`src/rtl/twi_eeprom_pkg.sv`:
```
package twi_eeprom_pkg;

    // Fixed upper five bits of every device byte
    localparam logic [4:0] DEV_PREFIX = 5'b10100;

    typedef enum logic [3:0] {
        ST_IDLE,
        ST_DEV,
        ST_DEV_ACK,
        ST_ADDR_HI,
        ST_ADDR_HI_ACK,
        ST_ADDR_LO,
        ST_ADDR_LO_ACK,
        ST_WR_DATA,
        ST_WR_DATA_ACK,
        ST_WR_HOLD,
        ST_RD_DATA,
        ST_RD_ACK,
        ST_IGNORE
    } twi_state_e;

endpackage

```
`src/rtl/twi_line_sync.sv`:
```
module twi_line_sync #(
    parameter int STAGES = 2
) (
    input  logic clk,
    input  logic rst_n,
    input  logic scl_in,
    input  logic sda_in,
    output logic sda_s,
    output logic scl_rise,
    output logic scl_fall,
    output logic start_det,
    output logic stop_det
);
    logic [STAGES-1:0] scl_pipe;
    logic [STAGES-1:0] sda_pipe;
    logic              scl_q;
    logic              sda_q;
    logic              scl_s;

    // Both lines idle high, so the pipeline resets to 1
    always_ff @(posedge clk or negedge rst_n) begin
        if (!rst_n) begin
            scl_pipe <= '1;
            sda_pipe <= '1;
            scl_q    <= 1'b1;
            sda_q    <= 1'b1;
        end else begin
            scl_pipe <= {scl_pipe[STAGES-2:0], scl_in};
            sda_pipe <= {sda_pipe[STAGES-2:0], sda_in};
            scl_q    <= scl_s;
            sda_q    <= sda_s;
        end
    end

    assign scl_s     = scl_pipe[STAGES-1];
    assign sda_s     = sda_pipe[STAGES-1];
    assign scl_rise  = scl_s & ~scl_q;
    assign scl_fall  = ~scl_s & scl_q;
    // Data moving while the clock stays high marks a start or a stop
    assign start_det = scl_s & scl_q & sda_q & ~sda_s;
    assign stop_det  = scl_s & scl_q & ~sda_q & sda_s;

endmodule

```
`src/rtl/twi_write_timer.sv`:
```
module twi_write_timer #(
    parameter int CYCLES = 1000
) (
    input  logic clk,
    input  logic rst_n,
    input  logic start,
    output logic busy
);
    localparam int CW = $clog2(CYCLES + 1);

    logic [CW-1:0] remain_q;

    always_ff @(posedge clk or negedge rst_n) begin
        if (!rst_n) begin
            remain_q <= '0;
        end else if (start) begin
            remain_q <= CW'(CYCLES);
        end else if (remain_q != '0) begin
            remain_q <= remain_q - 1'b1;
        end
    end

    assign busy = (remain_q != '0);

    AST_BUSY_AFTER_START: assert property (@(posedge clk) disable iff (!rst_n)
        $rose(busy) |-> $past(start));

endmodule

```
`src/rtl/twi_byte_array.sv`:
```
module twi_byte_array #(
    parameter int AW = 8
) (
    input  logic          clk,
    input  logic          rst_n,
    input  logic          we,
    input  logic [AW-1:0] addr,
    input  logic [7:0]    wdata,
    output logic [7:0]    rdata
);
    localparam int DEPTH = 1 << AW;

    logic [7:0] cells [DEPTH];

    always_ff @(posedge clk or negedge rst_n) begin
        if (!rst_n) begin
            for (int i = 0; i < DEPTH; i++) begin
                cells[i] <= '0;
            end
        end else if (we) begin
            cells[addr] <= wdata;
        end
    end

    assign rdata = cells[addr];

endmodule

```
`src/rtl/twi_eeprom_slave.sv`:
```
module twi_eeprom_slave
    import twi_eeprom_pkg::*;
#(
    parameter int AW          = 8,
    parameter int WR_CYCLES   = 1000,
    parameter int SYNC_STAGES = 2
) (
    input  logic       clk,
    input  logic       rst_n,
    input  logic       scl_in,
    input  logic       sda_in,
    input  logic [1:0] chip_sel,
    input  logic       wr_lock,
    output logic       sda_oe
);
    localparam logic [3:0] LAST_BIT = 4'd7;
    localparam logic [3:0] BYTE_END = 4'd8;

    logic          sda_s, scl_rise, scl_fall, start_det, stop_det;
    twi_state_e    state_q, state_d;
    logic [3:0]    bitcnt_q;
    logic [7:0]    shreg_q, addr_hi_q, wr_data_q;
    logic [AW-1:0] ptr_q;
    logic          rw_q, ack_half_q, master_ack_q;
    logic          oe_q, oe_d;
    logic [7:0]    rx_byte, mem_rdata;
    logic          last_bit, dev_hit, commit, mem_we, busy;
    logic [2:0]    rd_idx;

    twi_line_sync #(.STAGES(SYNC_STAGES)) u_sync (
        .clk       (clk),
        .rst_n     (rst_n),
        .scl_in    (scl_in),
        .sda_in    (sda_in),
        .sda_s     (sda_s),
        .scl_rise  (scl_rise),
        .scl_fall  (scl_fall),
        .start_det (start_det),
        .stop_det  (stop_det)
    );

    twi_byte_array #(.AW(AW)) u_array (
        .clk   (clk),
        .rst_n (rst_n),
        .we    (mem_we),
        .addr  (ptr_q),
        .wdata (wr_data_q),
        .rdata (mem_rdata)
    );

    twi_write_timer #(.CYCLES(WR_CYCLES)) u_timer (
        .clk   (clk),
        .rst_n (rst_n),
        .start (commit),
        .busy  (busy)
    );

    assign rx_byte  = {shreg_q[6:0], sda_s};
    assign last_bit = scl_rise && (bitcnt_q == LAST_BIT);
    assign dev_hit  = (rx_byte[7:3] == DEV_PREFIX) && (rx_byte[2:1] == chip_sel) && !busy;
    assign commit   = stop_det && (state_q == ST_WR_HOLD);
    assign mem_we   = commit && !wr_lock;
    assign rd_idx   = 3'(LAST_BIT - bitcnt_q);

    // Next state and next SDA enable
    always_comb begin
        state_d = state_q;
        oe_d    = oe_q;
        if (start_det) begin
            state_d = ST_DEV;
            oe_d    = 1'b0;
        end else if (stop_det) begin
            state_d = ST_IDLE;
            oe_d    = 1'b0;
        end else begin
            unique case (state_q)
                ST_DEV: begin
                    if (last_bit) state_d = dev_hit ? ST_DEV_ACK : ST_IGNORE;
                end
                ST_ADDR_HI: if (last_bit) state_d = ST_ADDR_HI_ACK;
                ST_ADDR_LO: if (last_bit) state_d = ST_ADDR_LO_ACK;
                ST_WR_DATA: if (last_bit) state_d = ST_WR_DATA_ACK;
                ST_DEV_ACK, ST_ADDR_HI_ACK, ST_ADDR_LO_ACK, ST_WR_DATA_ACK: begin
                    if (scl_fall) begin
                        if (!ack_half_q) begin
                            oe_d = 1'b1;
                        end else begin
                            oe_d = 1'b0;
                            unique case (state_q)
                                ST_DEV_ACK: begin
                                    if (rw_q) begin
                                        state_d = ST_RD_DATA;
                                        oe_d    = ~mem_rdata[7];
                                    end else begin
                                        state_d = ST_ADDR_HI;
                                    end
                                end
                                ST_ADDR_HI_ACK: state_d = ST_ADDR_LO;
                                ST_ADDR_LO_ACK: state_d = ST_WR_DATA;
                                default:        state_d = ST_WR_HOLD;
                            endcase
                        end
                    end
                end
                ST_RD_DATA: begin
                    if (scl_fall) begin
                        if (bitcnt_q == BYTE_END) begin
                            oe_d    = 1'b0;
                            state_d = ST_RD_ACK;
                        end else begin
                            oe_d = ~shreg_q[rd_idx];
                        end
                    end
                end
                ST_RD_ACK: begin
                    if (scl_fall) begin
                        if (master_ack_q) begin
                            state_d = ST_RD_DATA;
                            oe_d    = ~mem_rdata[7];
                        end else begin
                            state_d = ST_IGNORE;
                        end
                    end
                end
                default: ;
            endcase
        end
    end

    // State register
    always_ff @(posedge clk or negedge rst_n) begin
        if (!rst_n) state_q <= ST_IDLE;
        else        state_q <= state_d;
    end

    // Shifter, bit counter, pointer and latched fields
    always_ff @(posedge clk or negedge rst_n) begin
        if (!rst_n) begin
            bitcnt_q     <= '0;
            shreg_q      <= '0;
            addr_hi_q    <= '0;
            wr_data_q    <= '0;
            ptr_q        <= '0;
            rw_q         <= 1'b0;
            ack_half_q   <= 1'b0;
            master_ack_q <= 1'b0;
        end else begin
            if (start_det || stop_det) begin
                bitcnt_q   <= '0;
                ack_half_q <= 1'b0;
            end else begin
                unique case (state_q)
                    ST_DEV, ST_ADDR_HI, ST_ADDR_LO, ST_WR_DATA: begin
                        if (scl_rise) begin
                            shreg_q  <= rx_byte;
                            bitcnt_q <= last_bit ? 4'd0 : bitcnt_q + 4'd1;
                            if (last_bit) begin
                                ack_half_q <= 1'b0;
                                if (state_q == ST_DEV)     rw_q      <= sda_s;
                                if (state_q == ST_ADDR_HI) addr_hi_q <= rx_byte;
                                if (state_q == ST_ADDR_LO) ptr_q     <= AW'({addr_hi_q, rx_byte});
                                if (state_q == ST_WR_DATA) wr_data_q <= rx_byte;
                            end
                        end
                    end
                    ST_DEV_ACK, ST_ADDR_HI_ACK, ST_ADDR_LO_ACK, ST_WR_DATA_ACK: begin
                        if (scl_fall) begin
                            ack_half_q <= ~ack_half_q;
                            if (ack_half_q && state_q == ST_DEV_ACK && rw_q) begin
                                shreg_q  <= mem_rdata;
                                bitcnt_q <= '0;
                            end
                        end
                    end
                    ST_RD_DATA: begin
                        if (scl_rise) begin
                            bitcnt_q <= bitcnt_q + 4'd1;
                        end else if (scl_fall && bitcnt_q == BYTE_END) begin
                            ptr_q    <= ptr_q + 1'b1;
                            bitcnt_q <= '0;
                        end
                    end
                    ST_RD_ACK: begin
                        if (scl_rise) begin
                            master_ack_q <= ~sda_s;
                        end else if (scl_fall && master_ack_q) begin
                            shreg_q  <= mem_rdata;
                            bitcnt_q <= '0;
                        end
                    end
                    default: ;
                endcase
            end
            if (commit) ptr_q <= ptr_q + 1'b1;
        end
    end

    // Output register
    always_ff @(posedge clk or negedge rst_n) begin
        if (!rst_n) oe_q <= 1'b0;
        else        oe_q <= oe_d;
    end

    assign sda_oe = oe_q;

    AST_OE_AFTER_SCL_FALL: assert property (@(posedge clk) disable iff (!rst_n)
        !$stable(oe_q) |-> ($past(scl_fall) || $past(start_det) || $past(stop_det)));

    AST_RELEASED_OUTSIDE_ACK: assert property (@(posedge clk) disable iff (!rst_n)
        (state_q inside {ST_IDLE, ST_DEV, ST_ADDR_HI, ST_ADDR_LO, ST_WR_DATA,
                         ST_WR_HOLD, ST_IGNORE}) |-> !oe_q);

    AST_NO_ACK_WHILE_BUSY: assert property (@(posedge clk) disable iff (!rst_n)
        (state_q == ST_DEV_ACK) |-> !busy);

    AST_READ_PTR_STEP: assert property (@(posedge clk) disable iff (!rst_n)
        ((state_q == ST_RD_ACK) && ($past(state_q) == ST_RD_DATA))
        |-> (ptr_q == AW'($past(ptr_q) + 1'b1)));

    AST_COMMIT_ON_STOP: assert property (@(posedge clk) disable iff (!rst_n)
        mem_we |-> (stop_det && !wr_lock));

endmodule

```
`config.mk`:
```
export PLATFORM = sky130hd
export DESIGN_NAME = twi_eeprom_slave
export DESIGN_NICKNAME = d
export VERILOG_FILES = /design/src/rtl/twi_eeprom_pkg.sv /design/src/rtl/twi_line_sync.sv /design/src/rtl/twi_write_timer.sv /design/src/rtl/twi_byte_array.sv /design/src/rtl/twi_eeprom_slave.sv
export SDC_FILE = /design/constraint.sdc
export NUM_CORES = 2
export LEC_CHECK = 0
export ABC_AREA = 1
export BUFFER_PORTS_ARGS = -buffer_cell sky130_fd_sc_hd__buf_2
export CORE_MARGIN = 2
export CORE_UTILIZATION = 55
export CTS_BUF_LIST = sky130_fd_sc_hd__clkbuf_4
export CTS_CLUSTER_DIAMETER = 50
export DETAILED_ROUTE_END_ITERATION = 8
export PLACE_DENSITY = 0.74
export SYNTH_ARGS = -nofsm -noshare
export SYNTH_HDL_FRONTEND = slang
export SYNTH_HIERARCHICAL = 1
export SYNTH_SLANG_ARGS = --single-unit
```
`constraint.sdc`:
```
create_clock -name clk -period 2.9 [get_ports clk]
set_input_delay 0.58 -clock clk [delete_from_list [all_inputs] [get_ports clk]]
set_output_delay 0.58 -clock clk [all_outputs]
set_load 0.02 [all_outputs]
```
# After elaboration in Yosys (flattened, before gate mapping)
# Cells that the tools add are included.
# W data, S select, Z words.
[totals]
regBits = 2100
elab_cells = 434
[classes]
eq_ne = 43
mux = 66
bitwise = 16
n_lt_le_gt_ge = 3
n_reduce_logical = 32
addsub = 4
[op_table]
columns = ["cell", "count"]
rows = [
  ["$bwmux W2048", 1],
  ["$mux W8", 15],
  ["$mux W4", 22],
  ["$bmux W8 S8", 1],
  ["$demux W8 S8", 1],
  ["$ne A4 B4 Y1 const B", 11],
  ["$ne A3 B3 Y1 const B", 11],
  ["$pmux W4 S7", 1],
  ["$pmux W8 S3", 1],
  ["$reduce_and A7 Y1", 3],
  ["$eq A4 B3 Y1 const B", 5],
  ["$eq A4 B4 Y1 const B", 5],
  ["$mux W10", 2],
  ["$pmux W4 S4", 1],
  ["$pmux W8 S2", 1],
  ["$mux W1", 15],
  ["$reduce_and A5 Y1", 3],
  ["$ne A2 B2 Y1 const B", 6],
  ["$pmux W4 S3", 1],
  ["$logic_and A1 B1 Y1", 10],
  ["$reduce_and A10 Y1", 1],
  ["$reduce_bool A10 Y1", 1],
  ["$reduce_bool A5 Y1", 2],
  ["$sub A10 B1 Y10 const B", 1],
  ["25 further kinds", 43],
]

# Longest topological paths before layout
[depth]
word_depth = 12
mapped_depth = 22

# Modules after synthesis
# The synthesis kept the hierarchy.
[modules_own_cells]
columns = ["module", "instances", "seq_area_each_um2", "area_each_um2", "cells_each"]
rows = [
  ["twi_byte_array", 1, 51249.2, 94349.2, 12607],
  ["twi_eeprom_slave", 1, 900.9, 2547.4, 369],
  ["twi_write_timer", 1, 250.2, 615.6, 78],
  ["twi_line_sync", 1, 157.7, 198.9, 17],
]

# Worst setup path before layout
# OpenSTA, ideal clock, no wires.
[synth_timing]
kind = "flip-flop to flip-flop"
from = "reg u_sync.scl_pipe[1]"
to = "reg u_array/cells[533] (netlist bit)"
stages_incl_launch_ff = 15
required_ps = 2767
synth_period_minus_slack_ps = 2841
arrival_time_ps = 2708
setup_ps = 133
slack_ps = 59
cell_sequence = "dfstp_2 > nand2_1 > nor2_1 > inv_1 > nor3_2 > inv_1 > nor2_1 > inv_2 > buf_2 > nor3_2 > buf_2 > nand2_1 > clkbuf_1 > nand2_1 > o21ai_0"
[synth_via]
elab_chain_len = 5
[synth_rtl]
columns = ["item", "line", "source"]
rows = [
  ["from (decl)", "twi_line_sync.sv:14", "logic [STAGES-1:0] scl_pipe;"],
  ["from (signal assigned)", "twi_line_sync.sv:28", "scl_pipe <= {scl_pipe[STAGES-2:0], scl_in};"],
  ["$and A1 B1 Y1 (3 in series)", "twi_line_sync.sv:41", "assign stop_det = scl_s & scl_q & ~sda_q & sda_s;"],
  ["via stop_det", "twi_eeprom_slave.sv:19", "logic sda_s, scl_rise, scl_fall, start_det, stop_det;"],
  ["$logic_and A1 B1 Y1", "twi_eeprom_slave.sv:61", "assign commit = stop_det && (state_q == ST_WR_HOLD);"],
  ["via commit", "twi_eeprom_slave.sv:27", "logic last_bit, dev_hit, commit, mem_we, busy;"],
  ["$logic_and A1 B1 Y1", "twi_eeprom_slave.sv:62", "assign mem_we = commit && !wr_lock;"],
  ["via mem_we", "twi_eeprom_slave.sv:27", ""],
  ["to (signal, indexed assignment)", "twi_byte_array.sv:21", "cells[addr] <= wdata;"],
  ["to (decl)", "twi_byte_array.sv:13", "logic [7:0] cells [DEPTH];"],
]
# The timed path passes the listed nets, and every way through them passes these cells.
# A chain may end at the register's enable or synchronous reset.

# Worst setup path after layout
[layout_timing]
from = "reg ptr_q[0]"
to = "reg shreg_q[1]"
[layout_via]
elab_chain_len = 7
word_cells_on_any_way = 9
cone_classes = "8 x mux; 1 x bitwise"
[layout_rtl]
columns = ["item", "line", "source"]
rows = [
  ["from (decl)", "twi_eeprom_slave.sv:23", "logic [AW-1:0] ptr_q;"],
  ["from (signal assigned)", "twi_eeprom_slave.sv:161", "if (state_q == ST_ADDR_LO) ptr_q <= AW'({addr_hi_q, rx_byte});"],
  ["from (signal assigned)", "twi_eeprom_slave.sv:179", "ptr_q <= ptr_q + 1'b1;"],
  ["from (signal assigned)", "twi_eeprom_slave.sv:194", "if (commit) ptr_q <= ptr_q + 1'b1;"],
  ["$not A8 Y9 (implied by the code) (*)", "twi_byte_array.sv:25", "assign rdata = cells[addr];"],
  ["$bmux W8 S8 (*)", "twi_byte_array.sv:25", ""],
  ["$mux W8 (implied by the code) (*) (2 in series)", "twi_byte_array.sv:25", ""],
  ["via mem_rdata[1]", "twi_eeprom_slave.sv:26", "logic [7:0] rx_byte, mem_rdata;"],
  ["$mux W8, on equally long branches", "twi_eeprom_slave.sv:186, twi_eeprom_slave.sv:169", ""],
  ["$mux W8, on equally long branches", "twi_eeprom_slave.sv:184, twi_eeprom_slave.sv:167", ""],
  ["$pmux W8 S3 (*)", "twi_eeprom_slave.sv:152", "unique case (state_q)"],
  ["to (signal assigned)", "twi_eeprom_slave.sv:155", "shreg_q <= rx_byte;"],
  ["to (signal assigned)", "twi_eeprom_slave.sv:170", "shreg_q <= mem_rdata;"],
  ["to (signal assigned)", "twi_eeprom_slave.sv:187", "shreg_q <= mem_rdata;"],
  ["to (decl)", "twi_eeprom_slave.sv:22", "logic [7:0] shreg_q, addr_hi_q, wr_data_q;"],
]
# The timed path passes the listed nets; every way through them passes the cells marked *. The select of a mux whose other input is x is not followed.

==> reports/results.env <==
IO_BUFFER_COUNT=7
INITIAL_ANTENNA_VIOLATION_COUNT=6
CELLPOWERDENSITY_nW_PER_UM2=661
SYN_AREA_PER_CELL_UM2=7.48
SYNTH-WARNING-COUNT=6
FINAL-SETUP-VIOL-COUNT=9
RUN_STATUS='finished, violations left'
SYNTH_MUX_AREA_FRAC=0.000102
DIE_WIDTH_UM=425
MAX-CLOCK-PATH-BUFFERS=4
FINALHOLDVIOLCOUNT=0
YS_SEQ_ELEMENTS=2100
OVERFLOW_LEFT_AFTER_GLOBAL_ROUTING=0
GR-USAGE-ALL-LAYERS=0.344
ACHIEVABLE-FREQUENCY_MHz=321
DESIGN.DIE.AREA_UM2=181000
NUM_ROWS=154
VIA_COUNT_OF_THE_FIRST_GLOBAL_ROUTING_PASS=88100
GRT_SETUP_UNREPAIRED='true'
POST-ROUTE-PERIOD-UTIL=1.07
P_LEAK_nW=57.2
WORST_EP_REQUIRED_TIME_PS=4190
IOS=8
TIMING.MAX_CAP.VIOLATIONS=0
TIMING.CLOCK.SKEW_PS=123
MULTI_INPUT_COMB_AREA_UM2=41600
SYNTHTOPCELLSBYAREA='sky130_fd_sc_hd__dfrtp_1 (54%), sky130_fd_sc_hd__nand2_1 (27%), sky130_fd_sc_hd__o21ai_0 (11%)'
UTILIZATION=0.646
NETLIST.TOP_CELL.BY_AREA='sky130_fd_sc_hd__dfrtp_1'
YOSYSUNIQUECELLTYPES=46
FIN_SETUP_TNS_PS=-1020
TOP_REG_CELL_SYNTH='sky130_fd_sc_hd__dfrtp_1'
PRE_CTS_SLACK_PS=-512
LAYOUT_MIN_CYCLE_TIME_PS=3110
FIN_WS_PS=-211
COMPOUND_CELL_AREA_SHARE_OF_THE_YOSYS_NETLIST=0.121
WORSTSETUPENDPOINTTYPE='register'
PLACEABLECOREAREA_UM2=176000
YOSYS.AREA_SHARE.ADDER=0.000512
SYNTHSIMPLEGATEAREAFRAC=0.296
WORSTSKEWPAIRLATENCY_PS=1430
PATH_CLK_SLEW_PS=70
PIN_COUNT_OF_THE_BIGGEST_NET_ENTERING_GLOBAL_ROUTING=137
SLEW-LIMIT-HEADROOM=0.432
CTS_INSERTED_BUFFERS=575
DRTITER0DRC=11300
CTS_ROOT_BUF='sky130_fd_sc_hd__clkbuf_4'
IR_WORST_VDD_mV=0.491
NETS=13700
CRIT_ARRIVAL_PS=4400
PATH_MAX_FANOUT=8
RATIO_OF_CELLS_WITH_DRIVE_ABOVE_1_IN_THE_FINAL_LAYOUT=0.143
DETAIL_ROUTE.WL_PER_CELL_UM=19.3
FINAL_COMMON_CELL='sky130_fd_sc_hd__nand2_1'
DIE_HEIGHT_UM=425
SHARE_OF_THE_SYNTHESIZED_AREA_IN_THE_TOP_CELL_TYPE=0.536
POWER_mW=75.3
SYNTH_CELL_AREA_UM2=97700
ROUTED_VIA_DENSITY=5.64
GPL.FINAL_WEIGHTED_CONGESTION=0.986
DP_HPWL_UM=199000
TRITONCTS='built'
SYNTH_FP_NETS=13100
GRT_PASS1_WL_UM=491000
FLOORPLAN.INITIALDENSITY=0.554
DESIGN_AREA_UM2=114000
CLOCK_TREE.HTREE_LEVEL_COUNT=6
AREA_SHARE_OF_XOR_XNOR_CELLS_IN_THE_SYNTHESIZED_DESIGN=0.000359
DRTANTENNAVIOLNETS=0
VIAS_POST_DR=92100
WORSTSETUPPATHTYPE='register to register'
FILLER_CELL_COUNT=15100
START_KIND='register'
SYNTH_ENABLE_FLOP_CELLS=0
SYNTH_TOP_FAMILY_BY_AREA='simple AND/OR/NAND/NOR gates'
POST_SYNTH_ARST_SHARE=1.00
FINAL-MAX-SLEW-VIOLATION-COUNT=0
ROUTE.DETAILED.DRC=0
TIMING.HOLD.WORST.CLASS='register to register'
SYNTH_SEQUENTIAL_AREA_RATIO=0.538
MOSTFREQUENTLAYOUTCELLS='sky130_fd_sc_hd__nand2_1 (6973), sky130_fd_sc_hd__o21ai_0 (2109), sky130_fd_sc_hd__dfrtp_1 (2092), sky130_fd_sc_hd__clkbuf_4 (847), sky130_fd_sc_hd__buf_4 (665)'
FINAL_ROUTED_WIRELENGTH_UM=316000
WORST_PIN_SLEW_PS=852
POST_DP_CELL_AREA_UM2=105000
DRT_PASS1_ITERATIONS=9
STORAGE_CELL_AREA_UM2=52600
CTS.SINKS=2100
POST_SYNTH_INST_COUNT=13100
AREAGROWTHSYNTHTOFINISH_PCT=16.5
VIOLATIONS='setup timing'
sequential cells by signal, indices dropped and copies added (netlist names), 2 cells and up:
name and count:
shreg_q 8, u_array/cells 2048, u_sync/sda_pipe 2, u_timer/remain_q 10
bitcnt_q 4, u_sync/scl_pipe 2, wr_data_q 8, ptr_q 8
state_q 4
routing by layer:
layer,GRT usage,wire length (um),vias up
met2,0.514,138000,4783
met1,0.473,128000,43700
met4,0.176,16300,0
met5,0,0,-
li1,-,-,42700
met3,0.0795,33400,934
through the flow:
step,hold WS [ps],instances
floorplan,284,13100
global route,379,16300
global placement,368,15400
detailed placement,365,15400
finish,362,16300
CTS,297,16300
report_power, final:
part / internal [mW] / switching [mW]
Clock: 13.7 / 12.4
Sequential: 29.5 / 0.269
Combinational: 5.97 / 13.4
cell type report:
cell class                 instances  share of cell area
sequential                      2100               0.462
antenna                           10            0.000220
tap                             2340              0.0257
clock buffer                     847              0.0558
inverter                         157             0.00624
multi-input combinational       9907               0.365
timing repair inverter             4            0.000440
clock inverter                    85             0.00427
timing repair buffer             896              0.0801
worst paths after layout:
kind,start,endpoint,slack (ps),cells past startpoint
worst max register to register,ptr_q[0],shreg_q[1],-210,22
min in group asynchronous,rst_n,u_array/cells[996],510,4
max in group asynchronous,rst_n,u_array/cells[687],1220,6
worst min register to register,u_sync/sda_pipe[0],u_sync/sda_pipe[1],360,0
worst min-delay path,u_sync/sda_pipe[0],u_sync/sda_pipe[1],360,0
worst max-delay path,ptr_q[0],shreg_q[1],-210,22
cells in the mapped netlist (3+ instances only):
library cell / number
sky130_fd_sc_hd__nor3_2: 20
sky130_fd_sc_hd__nor2_2: 9
sky130_fd_sc_hd__clkbuf_1: 694
sky130_fd_sc_hd__nand3_1: 224
sky130_fd_sc_hd__nand2_2: 7
sky130_fd_sc_hd__o21ai_2: 11
sky130_fd_sc_hd__dfrtp_1: 2094
sky130_fd_sc_hd__buf_2: 159
sky130_fd_sc_hd__nand4_1: 5
sky130_fd_sc_hd__a21oi_1: 91
sky130_fd_sc_hd__nand2_4: 4
sky130_fd_sc_hd__xor2_1: 3
sky130_fd_sc_hd__dfstp_2: 6
sky130_fd_sc_hd__nand2_1: 7025
sky130_fd_sc_hd__nand3_4: 3
sky130_fd_sc_hd__inv_1: 140
sky130_fd_sc_hd__nor2_1: 221
sky130_fd_sc_hd__buf_4: 5
sky130_fd_sc_hd__buf_1: 45
sky130_fd_sc_hd__inv_2: 15
sky130_fd_sc_hd__buf_6: 3
sky130_fd_sc_hd__ha_1: 4
sky130_fd_sc_hd__o21ai_1: 42
sky130_fd_sc_hd__nor2_4: 8
sky130_fd_sc_hd__o21ai_0: 2207
repair_timing:
action / CTS / global route
pin swaps: 9 / 60
hold endpoints to repair: 2109 / 0
hold buffers: 11 / 0
gates cloned: 3 / 19
setup endpoints to repair: 779 / 1171
buffers inserted: 4 / 15
gates resized for setup: 152 / 250
cell families (layout without fill, tap and decap cells):
kind of cell    count (synthesis)  count (layout)
simple gates                 7539            7539
compound gates               2359            2359
flops                        2100            2100
buf+inv                      1064            1989
fa+ha+maj                       4               4
xor+xnor                        4               4
mux                             1               1
other cells                     0              10
critical path, stage by stage (launching register included):
cell and delay [ps]:
sky130_fd_sc_hd__dfrtp_4 500, sky130_fd_sc_hd__buf_6 150, sky130_fd_sc_hd__buf_12 130, sky130_fd_sc_hd__nand2_8 120, sky130_fd_sc_hd__clkinv_16 120, sky130_fd_sc_hd__buf_16 170, sky130_fd_sc_hd__buf_6 130, sky130_fd_sc_hd__nand2_1 50
sky130_fd_sc_hd__nand2_1 50, sky130_fd_sc_hd__o21ai_1 240, sky130_fd_sc_hd__nand2_1 110, sky130_fd_sc_hd__o21ai_0 210, sky130_fd_sc_hd__nand2_2 120, sky130_fd_sc_hd__nor2_1 130, sky130_fd_sc_hd__buf_4 150, sky130_fd_sc_hd__nor2_4 50
sky130_fd_sc_hd__nor2_1 80, sky130_fd_sc_hd__buf_4 130, sky130_fd_sc_hd__nand2_1 50, sky130_fd_sc_hd__nand2_1 60, sky130_fd_sc_hd__o21ai_0 70, sky130_fd_sc_hd__nand2_1 90, sky130_fd_sc_hd__o21ai_2 50
Power figures use the tool's default switching activity.
